## config.mk

```make
export PLATFORM = sky130hd
export DESIGN_NAME = uart_tx_core
export DESIGN_NICKNAME = d
export VERILOG_FILES = /design/src/rtl/uart_tx_pkg.sv /design/src/rtl/uart_tx_baud.sv /design/src/rtl/uart_tx_frame.sv /design/src/rtl/uart_tx_core.sv
export SDC_FILE = /design/constraint.sdc
export NUM_CORES = 1
export LEC_CHECK = 0
export BUFFER_PORTS_ARGS = -buffer_cell sky130_fd_sc_hd__buf_4
export CAP_MARGIN = 5
export CELL_PAD_IN_SITES_DETAIL_PLACEMENT = 1
export CELL_PAD_IN_SITES_GLOBAL_PLACEMENT = 1
export CORE_UTILIZATION = 48
export CTS_BUF_LIST = sky130_fd_sc_hd__clkbuf_8
export CTS_CLUSTER_DIAMETER = 100
export DETAILED_ROUTE_END_ITERATION = 10
export GPL_ROUTABILITY_DRIVEN = 0
export GPL_TIMING_DRIVEN = 0
export PLACE_DENSITY_LB_ADDON = 0.1
export SYNTH_ARGS = -nofsm -noshare
export SYNTH_HDL_FRONTEND = slang
export SYNTH_HIERARCHICAL = 1
export SYNTH_SLANG_ARGS = --single-unit
```

## constraint.sdc

```tcl
create_clock -name clk_i -period 3.65 [get_ports clk_i]
set_input_delay 0.365 -clock clk_i [delete_from_list [all_inputs] [get_ports clk_i]]
set_output_delay 0.365 -clock clk_i [all_outputs]
set_load 0.05 [all_outputs]
```

## src/rtl/uart_tx_pkg.sv

```systemverilog
package uart_tx_pkg;
  localparam int unsigned DIV_W = 8;

  typedef enum logic [2:0] {
    ST_IDLE  = 3'd0,
    ST_START = 3'd1,
    ST_DATA  = 3'd2,
    ST_PAR   = 3'd3,
    ST_STOP  = 3'd4
  } tx_state_e;

  typedef struct packed {
    logic             src_div8;
    logic [DIV_W-1:0] div_n;
    logic             msb_first;
    logic             par_en;
    logic             par_odd;
    logic             inv;
  } tx_cfg_t;
endpackage

```

## src/rtl/uart_tx_baud.sv

```systemverilog
module uart_tx_baud #(
  parameter int unsigned PRE_DIV = 8,
  parameter int unsigned DIV_W   = 8
) (
  input  logic             clk_i,
  input  logic             rst_ni,
  input  logic             en_i,
  input  logic             div8_i,
  input  logic [DIV_W-1:0] div_n_i,
  output logic             tick_o
);
  localparam int unsigned PRE_W = (PRE_DIV > 1) ? $clog2(PRE_DIV) : 1;

  logic [PRE_W-1:0] pre_cnt_q;
  logic [DIV_W-1:0] div_cnt_q;
  logic             src_tick;

  always_ff @(posedge clk_i or negedge rst_ni) begin
    if (!rst_ni) begin
      pre_cnt_q <= '0;
    end else if (!en_i || pre_cnt_q == PRE_W'(PRE_DIV - 1)) begin
      pre_cnt_q <= '0;
    end else begin
      pre_cnt_q <= pre_cnt_q + 1'b1;
    end
  end

  assign src_tick = div8_i ? (pre_cnt_q == PRE_W'(PRE_DIV - 1)) : 1'b1;
  assign tick_o   = en_i && src_tick && (div_cnt_q == div_n_i);

  // up-counter compared against n: no stale reload at frame start
  always_ff @(posedge clk_i or negedge rst_ni) begin
    if (!rst_ni) begin
      div_cnt_q <= '0;
    end else if (!en_i || tick_o) begin
      div_cnt_q <= '0;
    end else if (src_tick) begin
      div_cnt_q <= div_cnt_q + 1'b1;
    end
  end


  div_range_chk: assert property (@(posedge clk_i) disable iff (!rst_ni)
    en_i |-> (div_cnt_q <= div_n_i));


  tick_src_chk: assert property (@(posedge clk_i) disable iff (!rst_ni)
    (tick_o && div8_i) |-> (pre_cnt_q == PRE_W'(PRE_DIV - 1)));
endmodule

```

## src/rtl/uart_tx_frame.sv

```systemverilog
module uart_tx_frame
  import uart_tx_pkg::*;
#(
  parameter int unsigned DATA_W = 8,
  parameter int unsigned OVS    = 16
) (
  input  logic              clk_i,
  input  logic              rst_ni,
  input  logic              tick_i,
  input  logic              valid_i,
  input  logic [DATA_W-1:0] data_i,
  input  tx_cfg_t           cfg_i,
  output logic              ready_o,
  output logic              busy_o,
  output logic              tx_o,
  output tx_cfg_t           cfg_o
);
  localparam int unsigned OVS_W = $clog2(OVS);
  localparam int unsigned IDX_W = (DATA_W > 1) ? $clog2(DATA_W) : 1;

  tx_state_e         state_q, state_d;
  logic [OVS_W-1:0]  ovs_q;
  logic [IDX_W-1:0]  idx_q;
  logic [DATA_W-1:0] data_q;
  tx_cfg_t           cfg_q;
  logic              accept, bit_end, busy_q;
  logic              ord_bit, line_bit, par_bit;

  assign busy_q  = (state_q != ST_IDLE);
  assign ready_o = !busy_q;
  assign busy_o  = busy_q;
  assign accept  = valid_i && !busy_q;
  assign bit_end = tick_i && (ovs_q == OVS_W'(OVS - 1));
  assign cfg_o   = cfg_q;

  generate
    if (DATA_W == 8) begin : g_order
      assign ord_bit = cfg_q.msb_first ? data_q[DATA_W-1-int'(idx_q)] : data_q[idx_q];
    end else begin : g_lsb_only
      assign ord_bit = data_q[idx_q];
    end
  endgenerate

  assign line_bit = ord_bit ^ cfg_q.inv;
  assign par_bit  = (^(data_q ^ {DATA_W{cfg_q.inv}})) ^ cfg_q.par_odd;

  always_comb begin
    unique case (state_q)
      ST_START: tx_o = 1'b0;
      ST_DATA:  tx_o = line_bit;
      ST_PAR:   tx_o = par_bit;
      default:  tx_o = 1'b1;
    endcase
  end

  always_comb begin
    state_d = state_q;
    unique case (state_q)
      ST_IDLE:  if (accept) state_d = ST_START;
      ST_START: if (bit_end) state_d = ST_DATA;
      ST_DATA:  if (bit_end && idx_q == IDX_W'(DATA_W - 1))
                  state_d = cfg_q.par_en ? ST_PAR : ST_STOP;
      ST_PAR:   if (bit_end) state_d = ST_STOP;
      ST_STOP:  if (bit_end) state_d = ST_IDLE;
      default:  state_d = ST_IDLE;
    endcase
  end

  always_ff @(posedge clk_i or negedge rst_ni) begin
    if (!rst_ni) begin
      state_q <= ST_IDLE;
      ovs_q   <= '0;
      idx_q   <= '0;
      data_q  <= '0;
      cfg_q   <= '0;
    end else begin
      state_q <= state_d;
      if (accept) begin
        data_q <= data_i;
        cfg_q  <= cfg_i;
        ovs_q  <= '0;
        idx_q  <= '0;
      end else if (tick_i) begin
        ovs_q <= ovs_q + 1'b1;
        if (bit_end && state_q == ST_DATA) idx_q <= idx_q + 1'b1;
      end
    end
  end


  idle_high_chk: assert property (@(posedge clk_i) disable iff (!rst_ni)
    !busy_o |-> tx_o);


  accept_start_chk: assert property (@(posedge clk_i) disable iff (!rst_ni)
    (valid_i && ready_o) |=> (busy_o && !ready_o && !tx_o));


  tx_stable_chk: assert property (@(posedge clk_i) disable iff (!rst_ni)
    (busy_q && !bit_end) |=> $stable(tx_o));


  busy_fall_chk: assert property (@(posedge clk_i) disable iff (!rst_ni)
    $fell(busy_o) |-> ($past(state_q) == ST_STOP));


  cfg_hold_chk: assert property (@(posedge clk_i) disable iff (!rst_ni)
    busy_q |=> ($stable(cfg_q) && $stable(data_q)));
endmodule

```

## src/rtl/uart_tx_core.sv

```systemverilog
module uart_tx_core
  import uart_tx_pkg::*;
#(
  parameter int unsigned DATA_W  = 8,
  parameter int unsigned OVS     = 16,
  parameter int unsigned PRE_DIV = 8
) (
  input  logic              clk_i,
  input  logic              rst_ni,
  input  logic              src_sel_i,
  input  logic [DIV_W-1:0]  div_n_i,
  input  logic              msb_first_i,
  input  logic              par_en_i,
  input  logic              par_odd_i,
  input  logic              inv_i,
  input  logic [DATA_W-1:0] data_i,
  input  logic              valid_i,
  output logic              ready_o,
  output logic              tx_o,
  output logic              busy_o
);
  tx_cfg_t cfg_in, cfg_act;
  logic    tick;

  always_comb begin
    cfg_in.src_div8  = src_sel_i;
    cfg_in.div_n     = div_n_i;
    cfg_in.msb_first = msb_first_i;
    cfg_in.par_en    = par_en_i;
    cfg_in.par_odd   = par_odd_i;
    cfg_in.inv       = inv_i;
  end

  uart_tx_baud #(
    .PRE_DIV (PRE_DIV),
    .DIV_W   (DIV_W)
  ) baud_i (
    .clk_i   (clk_i),
    .rst_ni  (rst_ni),
    .en_i    (busy_o),
    .div8_i  (cfg_act.src_div8),
    .div_n_i (cfg_act.div_n),
    .tick_o  (tick)
  );

  uart_tx_frame #(
    .DATA_W (DATA_W),
    .OVS    (OVS)
  ) frame_i (
    .clk_i   (clk_i),
    .rst_ni  (rst_ni),
    .tick_i  (tick),
    .valid_i (valid_i),
    .data_i  (data_i),
    .cfg_i   (cfg_in),
    .ready_o (ready_o),
    .busy_o  (busy_o),
    .tx_o    (tx_o),
    .cfg_o   (cfg_act)
  );
endmodule

```

==> results of run 1 <==
-- flip-flops by register name, summed over array words and instances (netlist names) --
register and cells:
baud_i/div_cnt_q 8, frame_i/idx_q 3, baud_i/pre_cnt_q 3, frame_i/state_q 3, frame_i/data_q 8, frame_i/cfg_o 13, frame_i/ovs_q 4
-- cell type report --
cell class,count,area [µm²]
timing repair buffer,26,195.2
fill,444,1814
clock buffer,5,68.82
clock inverter,3,40.04
sequential,42,1051
tap,52,65.06
multi-input combinational,127,1062
inverter,4,15.01
buffer,5,42.54
-- synth_stat cells, types with 2 or more instances --
master / n
a21oi_1: 3
nand4_1: 6
nand3_1: 3
inv_1: 4
mux4_1: 4
nor2_1: 17
nand2_1: 10
nand2b_1: 3
o21ai_0: 3
xnor2_1: 20
dfrtp_1: 42
nor3b_1: 3
mux2i_1: 6
mux2_1: 21
buf_6: 2
ha_1: 6
buf_4: 2
xor2_1: 8
-- metal layers --
metal / track usage (%) / vias to the layer above
met3: 5.087 / 6
met4: 6.576 / 0
met5: 0 / -
li1: - / 688
met1: 26.48 / 744
met2: 33.01 / 31
-- cells by family (layout without fill, tap and decap cells) --
logic type               count (synthesis)  count (layout)  synth area share, %
AO/OA/AOI/OAI                           12              12                4.035
XOR/XNOR                                28              28                11.30
adder cells (fa/ha/maj)                  6               6                3.458
buffers and inverters                    9              43                2.651
flip-flops                              42              42                48.42
multiplexers                            31              31                18.50
AND/OR/NAND/NOR                         50              50                11.64
-- power breakdown --
group | leakage [µW] | switching, µW | total [µW] | internal, µW
registers | 0.000530 | 168 | 802 | 634
logic | 0.000556 | 522 | 995 | 473
clock network | 0.0000579 | 162 | 363 | 201
-- through the flow --
stage                     total power (µW)  worst slack, ns  hold WS [ns]  instance area (µm²)  instances
after floorplan                       1546           0.8167       0.06941                 2171        178
after global placement                1743           0.7768        0.3725                 2431        256
after detailed placement              1814           0.4952        0.3854                 2431        256
after CTS                             2190           0.4558       0.06012                 2540        264
after global routing                  2323           0.1774       0.07397                 2540        264
final                                 2160           0.4541       0.03506                 2540        264
-- worst paths after layout --
check | slack (ns) | endpoint | cells past startpoint
max reg2reg | 0.45 | frame_i/state_q[0]$_DFFE_PN0P_ | 10
min | 0.04 | baud_i/pre_cnt_q[0]$_DFF_PN0_ | 1
min reg2reg | 0.45 | baud_i/pre_cnt_q[0]$_DFF_PN0_ | 1
max in group asynchronous | 3.23 | frame_i/cfg_o[1]$_DFFE_PN0P_ | 1
max | 0.45 | frame_i/state_q[0]$_DFFE_PN0P_ | 10
min in group clk_i | 0.28 | frame_i/cfg_o[3]$_DFFE_PN0P_ | 2
==> results.tsv, run 1 <==
stage	metric	value	unit
status	status	complete, no violations	
final_layout	final_core_util	58.33	%
drt	dr_total_vias	1469	
yosys	synth.top_cell.area_share	48.41	%
timing	worst_slew_pin_slew	0.9552	ns
final_layout	mostFrequentLayoutCell	dfrtp_1	
clock_tree	cts_sinks	42	
drt	avgViaCountPerCell	5.564	
power_and_ir_drop	peakVddDrop	416.3	µV
die	core	4354	µm²
drt	dr_wl_met3	165	µm
worst_setup_path	required	3.86	ns
min_path	worstHoldPathType	in -> async	
worst_setup_path	startpoint_type	flip-flop	
clock_tree	cts_tree	built	
worst_setup_path	worstSetupPathType	reg -> reg	
final_layout	layout_common_cells	42 x dfrtp_1, 28 x buf_4, 21 x mux2_1	
drt	dr.pass1.iters	4	
yosys	ys_async_sr_fraction	100.0	%
grt	grt_pass1_wl	7.638	mm
yosys	synthTopCellsByArea	dfrtp_1 48%, mux2_1 11%, xnor2_1 8.1%	
timing	slew_headroom	35.74	%
grt	grt_use_total	20.24	%
worst_setup_path	cp_slowest_stage_delay	0.82	ns
clock_tree	cts_resized	0	
worst_setup_path	worst-path-max-fanout	9	
clock_tree	clk_latency	0.29	ns
timing	final.setup.tns	0	ns
yosys	synth_top_area_cell	dfrtp_1	
power_and_ir_drop	power.density	850.5	nW/µm²
worst_setup_path	crit_buf_inv	1	
yosys	ys_ff_latch	42	
timing	hold_viol	0	
die	start_util	49.86	%
yosys	ys_seq_area_share	48.41	%
timing	fin_crit_sh	87.56	%
worst_setup_path	startpoint	baud_i/pre_cnt_q[0]$_DFF_PN0_	
worst_setup_path	end_kind	flip-flop	
worst_setup_path	path_cells	ha_1 > ha_1 > nand2b_1 > buf_6 > nand2_1 > nor4_1 > nand4_1 > a21oi_1 > o21a_1 > mux2i_1	
drt	wire_per_inst	16.22	µm
clock_tree	htreeDepth	2	
yosys	synth_edf_count	0	
yosys	syn_avg_cell_area	12.20	µm²
final_layout	fin_nets	241	
clock_tree	post_cts_buffers	0	
timing	drv_slew	0	
drt	routedLengthMet1	1.886	mm
grt	overflow	0	
clock_tree	clkSlewWorstSetupHoldPaths	0.08	ns
drt	wl_met2	2.178	mm
worst_setup_path	cp_slowest_cell	nor4_1	
timing	clock_skew	0.01021	ns
drt	routed_wl	4.281	mm
grt	first_global_vias	1565	
grt	grt_max_degree	43	
run	maxCapViolCount	0	
yosys	synth_cell_types	33	
die	die_w	69.25	µm
timing	setup_viol	0	
die	die_h	69.25	µm
yosys	synth_nets	208	
placement	dp_hpwl	3.130	mm
clock_tree	clockBufferDepth	2	
die	ios	27	
worst_setup_path	arrival	3.41	ns
worst_setup_path	path_delay_family	simple AND/OR/NAND/NOR gates	
drt	drt_iter0_drc	29	
grt	antenna_found_initial	0	
yosys	synth_warnings	6	
timing	rsz0062_at_grt	no	
clock_tree	hold_buffers	0	
drt	ant_nets	0	
placement	portBuffers	26	
yosys	synth_flop_cell	dfrtp_1	
worst_setup_path	worst_r2r_startpoint	baud_i/pre_cnt_q[0]$_DFF_PN0_	
die	num_rows	24	
timing	period_needed	3.196	ns
clock_tree	cts_made_buffers	5	
clock_tree	root_buffer	clkbuf_8	
power_and_ir_drop	p_leak	0.001144	µW
timing	fmax	0.3129	GHz
worst_setup_path	cp_common_cell	ha_1	
die	dieArea	4796	µm²
final_layout	drive_gt1_share	19.81	%
drt	top_layer	met4	
yosys	netlist_instances	178	
yosys	syn_area	2171	µm²
final_layout	areaGrowthSynthToFinish	17.00	%
drt	drc	0	
final_layout	antenna_cells	0	
No activity file was read; power rests on OpenSTA's default activity.
==> run 2, diff against run 1 <==
CORE_UTILIZATION = 45   (was 48)
==> run 2 against run 1 <==
Net effect: largest cell class unchanged; critical path depth rose by 1; wire length shrank 1.9%; combinational power down 0.7%.
==> results.tsv, run 2 (synthesis results as in run 1) <==
stage	metric	value	unit
min_path	worstHoldPathType	in -> async	
timing	setup_viol	0	
final_layout	drive_gt1_share	19.34	%
die	die_w	71.46	µm
drt	ant_nets	0	
grt	grt_use_met2	31.85	%
worst_setup_path	rrSetupSlack	0.60	ns
die	dieArea	5106	µm²
worst_setup_path	worstSetupPathType	reg -> reg	
clock_tree	post_cts_buffers	0	
timing	drv_slew	0	
grt	use_met3	4.501	%
timing	final.setup.tns	0	ns
drt	avgViaCountPerCell	5.462	
status	status	complete, no violations	
final_layout	layout_common_cells	42 x dfrtp_1, 28 x buf_4, 21 x mux2_1	
die	num_rows	24	
final_layout	final_core_util	56.00	%
timing	worst_slew_pin_slew	0.9202	ns
worst_setup_path	arrival	3.27	ns
final_layout	fin_nets	241	
grt	grt_use_total	19.07	%
timing	slew_headroom	38.09	%
die	core	4504	µm²
final_layout	final_cells	264	
grt	antenna_found_initial	0	
timing	period_needed	3.048	ns
final_layout	antenna_cells	0	
placement	portBuffers	26	
run	maxCapViolCount	0	
grt	grt_pass1_wl	7.369	mm
grt	first_global_vias	1589	
worst_setup_path	worst_r2r_startpoint	baud_i/pre_cnt_q[0]$_DFF_PN0_	
drt	drt_iter0_drc	44	
worst_setup_path	required	3.87	ns
clock_tree	clockBufferDepth	2	
worst_setup_path	end_kind	flip-flop	
final_layout	largest_reg_flops	13	
final_layout	mostFrequentLayoutCell	dfrtp_1	
placement	placedCellCount	256	
die	start_util	48.19	%
grt	grt_max_degree	43	
power_and_ir_drop	p_leak	0.001138	µW
worst_setup_path	worst-path-max-fanout	9	
timing	rsz0062_at_grt	no	
timing	clock_skew	0.007298	ns
clock_tree	clkSlewWorstSetupHoldPaths	0.08	ns
drt	drc	0	
clock_tree	clk_latency	0.30	ns
drt	dr.pass1.iters	4	
clock_tree	cts_made_buffers	5	
drt	wire_per_inst	15.91	µm
timing	fin_crit_sh	83.50	%
worst_setup_path	startpoint_type	flip-flop	
drt	routed_wl	4.201	mm
worst_setup_path	worstReg2RegEnd	frame_i/state_q[1]$_DFFE_PN0P_	
clock_tree	cts_sinks	42	
clock_tree	root_buffer	clkbuf_8	
grt	met1_usage	23.78	%
placement	dp_hpwl	3.091	mm
clock_tree	htreeDepth	2	
die	die_h	71.46	µm
worst_setup_path	rr_worst_depth	11	
clock_tree	cts_tree	built	
timing	hold_viol	0	
drt	dr_total_vias	1442	
clock_tree	hold_buffers	0	
timing	fmax	0.3281	GHz
die	ios	27	
power_and_ir_drop	power.density	829.8	nW/µm²
grt	overflow	0	
final_layout	areaGrowthSynthToFinish	16.20	%
power_and_ir_drop	peakVddDrop	398.2	µV
clock_tree	cts_resized	0	
grt	gr-max-usage-layer	met2	
-- run 2: cell types whose count changed in the layout (fill, tap and decap cells not counted), sizes merged --
cell    change
clkbuf      +1
inv         +1
bufinv      -1
clkinv      -1
-- run 2: stage by stage --
stage,worst slack (ns),hold slack [ns],power (µW),instance area [µm²]
floorplan,0.8167,0.06941,1546,2171
global placement,0.7045,0.3734,1740,2431
detailed placement,0.5448,0.3851,1808,2431
CTS,0.5957,0.05890,2124,2522
global route,0.3553,0.08244,2251,2522
finish,0.6023,0.03958,2093,2522
-- run 2: final cells by class --
type / count / area [µm²]
Inverter: 4 / 15.01
Multi-Input combinational cell: 127 / 1062
Timing Repair Buffer: 26 / 195.2
Buffer: 5 / 42.54
Tap cell: 52 / 65.06
Fill cell: 487 / 1982
Clock buffer: 6 / 82.58
Sequential cell: 42 / 1051
Clock inverter: 2 / 8.758
-- run 2: routing by layer --
| layer | routed length (µm) | up-vias |
|---|---|---|
| li1 | - | 687 |
| met1 | 1847 | 721 |
| met5 | 0 | - |
| met4 | 74 | 0 |
| met2 | 2143 | 27 |
| met3 | 136 | 7 |
-- run 2: how the worst max path moves through the flow --
stage | from | to | slack [ns]
floorplan | frame_i/state_q[2]$_DFFE_PN0P_ | frame_i/state_q[1]$_DFFE_PN0P_ | 0.82
detailed placement | baud_i/pre_cnt_q[0]$_DFF_PN0_ | frame_i/state_q[1]$_DFFE_PN0P_ | 0.54
CTS | baud_i/pre_cnt_q[0]$_DFF_PN0_ | frame_i/state_q[1]$_DFFE_PN0P_ | 0.60
global placement | baud_i/pre_cnt_q[0]$_DFF_PN0_ | frame_i/state_q[1]$_DFFE_PN0P_ | 0.70
finish | baud_i/pre_cnt_q[0]$_DFF_PN0_ | frame_i/state_q[1]$_DFFE_PN0P_ | 0.60
global route | baud_i/pre_cnt_q[0]$_DFF_PN0_ | frame_i/state_q[1]$_DFFE_PN0P_ | 0.36
-- run 2: report_power, final --
| part | leakage [µW] | switching, µW | internal [µW] |
|---|---|---|---|
| Sequential | 0.000530 | 160 | 634 |
| Clock | 0.0000524 | 162 | 150 |
| Combinational | 0.000556 | 514 | 474 |
-- run 2: worst max-delay path, stage by stage (launching register included) --
cell,delay (ns)
dfrtp_1,0.36
ha_1,0.16
ha_1,0.20
nand2b_1,0.14
buf_6,0.14
nand2_1,0.11
nor4_1,0.81
nand4_1,0.37
a21oi_1,0.22
o21a_1,0.24
a31oi_1,0.11
o22ai_1,0.13
